**src/rtl/pfd_pkg.sv**
```systemverilog
package pfd_pkg;
    // Outcome of the interval meter in the current cycle.
    typedef enum logic [1:0] {
        EV_NONE = 2'd0,
        EV_GOOD = 2'd1,
        EV_BAD  = 2'd2,
        EV_MISS = 2'd3
    } meas_ev_e;
endpackage

```
**src/rtl/pfd_pps_sync.sv**
```systemverilog
module pfd_pps_sync (
    input  logic clk,
    input  logic rst_n,
    input  logic pps_async,
    output logic pps_rise
);
    typedef struct packed {
        logic s1;
        logic s2;
        logic prev;
    } sync_t;

    sync_t sync_q, sync_d;

    always_comb begin
        sync_d.s1   = pps_async;
        sync_d.s2   = sync_q.s1;
        sync_d.prev = sync_q.s2;
    end

    always_ff @(posedge clk) begin
        if (!rst_n) sync_q <= '0;
        else        sync_q <= sync_d;
    end

    assign pps_rise = sync_q.s2 & ~sync_q.prev;
endmodule

```
**src/rtl/pfd_period_meter.sv**
```systemverilog
module pfd_period_meter
    import pfd_pkg::*;
#(
    parameter int CW        = 23,
    parameter int NOM_COUNT = 4_000_000,
    parameter int TOL_COUNT = 800,
    parameter int TIMEOUT   = 6_000_000
) (
    input  logic          clk,
    input  logic          rst_n,
    input  logic          pps_rise,
    output meas_ev_e      ev,
    output logic [CW-1:0] m_now,
    output logic [CW-1:0] meas_last
);
    localparam logic [CW-1:0] LO_LIM  = CW'(NOM_COUNT - TOL_COUNT);
    localparam logic [CW-1:0] HI_LIM  = CW'(NOM_COUNT + TOL_COUNT);
    localparam logic [CW-1:0] TMO_LIM = CW'(TIMEOUT);

    typedef struct packed {
        logic          armed;
        logic [CW-1:0] cnt;
        logic [CW-1:0] meas;
    } meter_t;

    meter_t mt_q, mt_d;

    always_comb begin
        mt_d = mt_q;
        ev   = EV_NONE;
        if (mt_q.armed) mt_d.cnt = mt_q.cnt + 1'b1;
        if (pps_rise) begin
            mt_d.armed = 1'b1;
            mt_d.cnt   = CW'(1);
            if (mt_q.armed) begin
                mt_d.meas = mt_q.cnt;
                ev = (mt_q.cnt >= LO_LIM && mt_q.cnt <= HI_LIM) ? EV_GOOD : EV_BAD;
            end
        end else if (mt_q.armed && mt_q.cnt >= TMO_LIM) begin
            mt_d.armed = 1'b0;
            ev         = EV_MISS;
        end
    end

    always_ff @(posedge clk) begin
        if (!rst_n) mt_q <= '0;
        else        mt_q <= mt_d;
    end

    assign m_now     = mt_q.cnt;
    assign meas_last = mt_q.meas;
endmodule

```
**src/rtl/pfd_frac_gen.sv**
```systemverilog
module pfd_frac_gen #(
    parameter int CW        = 23,
    parameter int OUT_RATE  = 32768,
    parameter int NOM_COUNT = 4_000_000
) (
    input  logic          clk,
    input  logic          rst_n,
    input  logic          load,
    input  logic [CW-1:0] m_new,
    output logic          tick,
    output logic          sq
);
    localparam int FR_W = $clog2(OUT_RATE);
    localparam int NW   = CW - FR_W;
    localparam int LW   = NW + 1;
    localparam logic [FR_W:0]   RATE = (FR_W+1)'(OUT_RATE);
    localparam logic [NW-1:0]   N0   = NW'(NOM_COUNT / OUT_RATE);
    localparam logic [FR_W-1:0] K0   = FR_W'(NOM_COUNT % OUT_RATE);

    typedef struct packed {
        logic [LW-1:0]   phase;
        logic [LW-1:0]   len;
        logic [FR_W-1:0] acc;
        logic [NW-1:0]   cur_n;
        logic [FR_W-1:0] cur_k;
        logic            pend;
        logic [NW-1:0]   pend_n;
        logic [FR_W-1:0] pend_k;
    } gen_t;

    gen_t gq, gd;

    logic            wrap;
    logic            fresh;
    logic [NW-1:0]   sel_n;
    logic [FR_W-1:0] sel_k;
    logic [FR_W:0]   sum;

    always_comb begin
        gd   = gq;
        wrap = (gq.phase == gq.len - 1'b1);
        if (load) begin
            sel_n = m_new[CW-1:FR_W];
            sel_k = m_new[FR_W-1:0];
            fresh = 1'b1;
        end else if (gq.pend) begin
            sel_n = gq.pend_n;
            sel_k = gq.pend_k;
            fresh = 1'b1;
        end else begin
            sel_n = gq.cur_n;
            sel_k = gq.cur_k;
            fresh = 1'b0;
        end
        sum = (fresh ? {(FR_W+1){1'b0}} : {1'b0, gq.acc}) + {1'b0, sel_k};
        if (wrap) begin
            gd.phase = '0;
            if (sum >= RATE) begin
                gd.len = {1'b0, sel_n} + 1'b1;
                gd.acc = FR_W'(sum - RATE);
            end else begin
                gd.len = {1'b0, sel_n};
                gd.acc = sum[FR_W-1:0];
            end
            gd.cur_n = sel_n;
            gd.cur_k = sel_k;
            gd.pend  = 1'b0;
        end else begin
            gd.phase = gq.phase + 1'b1;
            if (load) begin
                gd.pend   = 1'b1;
                gd.pend_n = m_new[CW-1:FR_W];
                gd.pend_k = m_new[FR_W-1:0];
            end
        end
    end

    always_ff @(posedge clk) begin
        if (!rst_n) begin
            gq.phase  <= '0;
            gq.len    <= {1'b0, N0};
            gq.acc    <= K0;
            gq.cur_n  <= N0;
            gq.cur_k  <= K0;
            gq.pend   <= 1'b0;
            gq.pend_n <= '0;
            gq.pend_k <= '0;
        end else begin
            gq <= gd;
        end
    end

    assign tick = (gq.phase == '0);
    assign sq   = (gq.phase < (gq.len >> 1));
endmodule

```
**src/rtl/pps_frac_divider.sv**
```systemverilog
module pps_frac_divider
    import pfd_pkg::*;
#(
    parameter int NOM_COUNT = 4_000_000,
    parameter int OUT_RATE  = 32768,
    parameter int TOL_COUNT = 800,
    parameter int TIMEOUT   = 6_000_000,
    localparam int CW       = $clog2(TIMEOUT + 1)
) (
    input  logic          clk_ref,
    input  logic          rst_n,
    input  logic          pps_in,
    output logic          tick_out,
    output logic          clk_out,
    output logic          locked,
    output logic [CW-1:0] meas_count
);
    logic          pps_rise;
    meas_ev_e      ev;
    logic [CW-1:0] m_now;
    logic          lock_q, lock_d;

    pfd_pps_sync sync_i (
        .clk       (clk_ref),
        .rst_n     (rst_n),
        .pps_async (pps_in),
        .pps_rise  (pps_rise)
    );

    pfd_period_meter #(
        .CW        (CW),
        .NOM_COUNT (NOM_COUNT),
        .TOL_COUNT (TOL_COUNT),
        .TIMEOUT   (TIMEOUT)
    ) meter_i (
        .clk       (clk_ref),
        .rst_n     (rst_n),
        .pps_rise  (pps_rise),
        .ev        (ev),
        .m_now     (m_now),
        .meas_last (meas_count)
    );

    pfd_frac_gen #(
        .CW        (CW),
        .OUT_RATE  (OUT_RATE),
        .NOM_COUNT (NOM_COUNT)
    ) gen_i (
        .clk   (clk_ref),
        .rst_n (rst_n),
        .load  (ev == EV_GOOD),
        .m_new (m_now),
        .tick  (tick_out),
        .sq    (clk_out)
    );

    always_comb begin
        lock_d = lock_q;
        case (ev)
            EV_GOOD:          lock_d = 1'b1;
            EV_BAD, EV_MISS:  lock_d = 1'b0;
            default:          lock_d = lock_q;
        endcase
    end

    always_ff @(posedge clk_ref) begin
        if (!rst_n) lock_q <= 1'b0;
        else        lock_q <= lock_d;
    end

    assign locked = lock_q;
endmodule

```
**config.mk**
```make
export PLATFORM = sky130hd
export DESIGN_NAME = pps_frac_divider
export DESIGN_NICKNAME = d
export VERILOG_FILES = /design/src/rtl/pfd_pkg.sv /design/src/rtl/pfd_pps_sync.sv /design/src/rtl/pfd_period_meter.sv /design/src/rtl/pfd_frac_gen.sv /design/src/rtl/pps_frac_divider.sv
export SDC_FILE = /design/constraint.sdc
export NUM_CORES = 1
export LEC_CHECK = 0
export ABC_AREA = 0
export BUFFER_PORTS_ARGS = -buffer_cell sky130_fd_sc_hd__buf_2
export CAP_MARGIN = 30
export CORE_MARGIN = 8
export CORE_UTILIZATION = 30
export DETAILED_ROUTE_END_ITERATION = 6
export SYNTH_ARGS = -nofsm -noshare
export SYNTH_HDL_FRONTEND = slang
export SYNTH_SLANG_ARGS = --single-unit
```
**constraint.sdc**
```tcl
create_clock -name clk_ref -period 5.11 [get_ports clk_ref]
set_input_delay 0.2555 -clock clk_ref [delete_from_list [all_inputs] [get_ports clk_ref]]
set_output_delay 0.2555 -clock clk_ref [all_outputs]
set_load 0.05 [all_outputs]
```
==> results.sh <==
export IMPL_status="finished, final reports clean"
export IMPL_cts_setup_buffers=0
export IMPL_yosysTopAreaCellShare=0.374
export IMPL_combPwrFrac=0.021
export IMPL_grt_busiest_layer="met2"
export IMPL_placement_rows=56
export IMPL_die_h_microns=169
export IMPL_dp_worst_setup_slack_ps=640
export IMPL_grtUsageTotal=0.116
export IMPL_setup_tns_ps=0
export IMPL_grt_start_max_net_pins=51
export IMPL_synth_avg_cell_area_sq_um=8.02
export IMPL_synth_area_sq_um=7010
export IMPL_place_gp_congestion=0.831
export IMPL_core_area_sq_um=23200
export IMPL_p_seq_frac=0.460
export IMPL_tightestPinTransition_ps=892
export IMPL_yosys_cell_types_count=66
export IMPL_r2r_cells=15
export IMPL_antenna_found_initial=0
export IMPL_clkPwrFrac=0.520
export IMPL_synth_most_common_cell="nand2_1"
export IMPL_pin_count=29
export IMPL_p_leak_nw=2.87
export IMPL_place_inst=1151
export IMPL_skew_ps=12.9
export IMPL_worstPathRequired_ps=5400
export IMPL_synthCells=874
export IMPL_clock_fmax_mhz=220
export IMPL_vias=5684
export IMPL_hpwl_microns=11100
export IMPL_met1_usage=0.148
export IMPL_post_drt_wl_per_cell_microns=13.6
export IMPL_utilization=0.335
export IMPL_intPower_mw=1.68
export IMPL_dieArea_sq_um=28500
export IMPL_postLayoutCellArea_sq_um=7780
export IMPL_yosys_warnings=0
export IMPL_routed_via_density=4.80
export IMPL_drtIter0Drc=455
export IMPL_cts_buffer_depth=2
export IMPL_die_x_microns=169
export IMPL_ir_drop_mv=0.220
export IMPL_timing_hold_ws_ps=51.6
export IMPL_io_buffers=28
export IMPL_synth_ff_type="dfxtp_1"
export IMPL_p_per_area_nw_per_um2=289
export IMPL_overflow=0
export IMPL_n_antenna_cell=0
export IMPL_start_util=0.302
export IMPL_stdcell_count=1183
export IMPL_cts_sinks=131
export IMPL_power_switching_mw=0.563
export IMPL_place_area_sq_um=7210
export IMPL_nets=883
export IMPL_grt_pass1_vias=5547
export IMPL_clkTransAtPathRegs_ps=70
export IMPL_clk_latency_ps=420
export IMPL_drv_slew=0
export IMPL_drv_cap=0
export IMPL_ctsHoldBuffers=0
export IMPL_power_mw=2.25
export IMPL_end_kind="flip-flop"
export IMPL_seq_area_frac_synth=0.374
export IMPL_slew_headroom=0.404
export IMPL_synth_edf_count=0
export IMPL_synth_nets=906
export IMPL_hold_viol=0
export IMPL_switching_share=0.251
export IMPL_rsz0062_at_grt="false"
export IMPL_wirelength_microns=16000
export IMPL_path_max_fanout=15
export IMPL_min_period_over_period=0.891
export IMPL_hold_depth=2
export IMPL_grt_first_pass_wirelength_microns=27500
export IMPL_cts_made_buffers=17
export IMPL_setup_viol=0
export IMPL_synthTopCellsByCount="139 x nand2_1, 131 x dfxtp_1, 96 x a21oi_1"
export IMPL_setup_slack_ps=557
export IMPL_htreeDepth=4
export IMPL_met3_usage=0.0231
export IMPL_final_antenna_net_count=0
export IMPL_arrival_ps=4840
export IMPL_drt_pass1_iter_count=5
export IMPL_min_period_ps=4550
export IMPL_critPathKind="reg2reg"
export IMPL_root_buffer="clkbuf_16"
export IMPL_async_flop_share=0
export IMPL_yosys_area_top_type="dfxtp_1"
export IMPL_hold_class="in2reg"
export IMPL_ys_ff_latch=131
export IMPL_area_delta_synth_final_pct=11.0
export IMPL_crit_path_start_kind="flip-flop"
export IMPL_cts_tree="done"
export IMPL_remaining_drc_errors=0
export IMPL_drive_gt1_frac=0.0972
export IMPL_netlist_top_cells_area="dfxtp_1 37%, nand2_1 7.4%, a21oi_1 6.9%"
export IMPL_postCtsResizedCells=0
export IMPL_met2_usage=0.192
==> state kept, by name, summed over array words and instances, names as in the netlist <==
name	cells
gen_i.gq	80
locked	1
meter_i.m_now	23
meter_i.meas_last	23
meter_i.mt_q	1
sync_i.sync_d	2
sync_i.sync_q	1
==> worst max-delay path: stages, from the launching register on <==
cell	delay, ps
dfxtp_1	480
inv_1	80
ha_1	190
nor4b_1	140
o21ai_0	220
a31o_2	330
or2_0	720
a21oi_1	200
ha_1	390
a2111oi_0	450
o21a_1	260
o21ai_0	210
a21oi_1	360
o21ai_0	150
o311ai_0	120
o21ai_0	130
==> metal layers <==
| layer | share of wire | vias to the layer above | routed length (microns) |
|---|---|---|---|
| met3 | 0.030 | 10 | 488 |
| met2 | 0.47 | 67 | 7490 |
| met5 | 0 | - | 0 |
| li1 | - | 2950 | - |
| met4 | 0.0097 | 0 | 155 |
| met1 | 0.49 | 2657 | 7890 |
==> path summary, 6_finish.rpt <==
| check | endpoint | start | slack, ps |
|---|---|---|---|
| min reg2reg | sync_i.sync_d[0]$_SDFF_PN0_ | sync_i.sync_d[1]$_SDFF_PN0_ | 450 |
| max reg2reg | gen_i.gq[69]$_SDFFE_PN0P_ | meter_i.m_now[0]$_SDFFE_PN0P_ | 560 |
| min | sync_i.sync_d[1]$_SDFF_PN0_ | pps_in | 50 |
| max | gen_i.gq[69]$_SDFFE_PN0P_ | meter_i.m_now[0]$_SDFFE_PN0P_ | 560 |
==> power by group through the flow <==
stage / clock [mW] / sequential (mW) / combinational (mW)
after floorplan: 0 / 1.05 / 0.0380
after global placement: 0 / 1.05 / 0.0472
after detailed placement: 0 / 1.06 / 0.0476
after CTS: 1.19 / 1.03 / 0.0477
after global routing: 1.24 / 1.03 / 0.0521
final: 1.17 / 1.03 / 0.0469
==> area by class of cell <==
class / count / area, sq um
fillers: 2385 / 15400
multi-input cells: 639 / 3880
flip-flops and latches: 131 / 2620
clock buffers: 17 / 425
well taps: 319 / 399
repair buffers: 39 / 223
clock inverters: 15 / 140
inverters: 23 / 86.3
==> layout by cell type, fill, tap and decap left out, types with 4 or more instances in the layout <==
master and count:
dfxtp_1 131, or3_1 4, nor2b_1 7, o211ai_1 8, nor3_1 17, clkbuf_16 17
a21o_1 5, mux2i_1 26, xnor2_1 23, nand3_1 18, o21ai_0 27, inv_8 4
inv_1 22, nand2b_1 7, nor2_1 73, a22oi_1 4, nand4_1 11, nand2_1 139
and4_1 4, a211oi_1 6, o21a_1 5, o21ai_1 6, and2_1 19, buf_4 11
buf_2 28, xor2_1 29, nor4_1 6, ha_1 28, inv_6 5, a21oi_1 96
a31oi_1 4, and3_1 18, a211o_1 5
==> kinds of logic (layout without fill, tap and decap cells) <==
logic type      after synthesis  count (layout)  synth area share
compound gates              187             187             0.162
xor+xnor                     52              52            0.0650
fa+ha+maj                    29              29            0.0529
buf+inv                     104              94            0.0714
flops                       131             131             0.374
mux                          26              26            0.0371
simple gates                345             345             0.237
No activity file was read; power rests on OpenSTA's default activity.
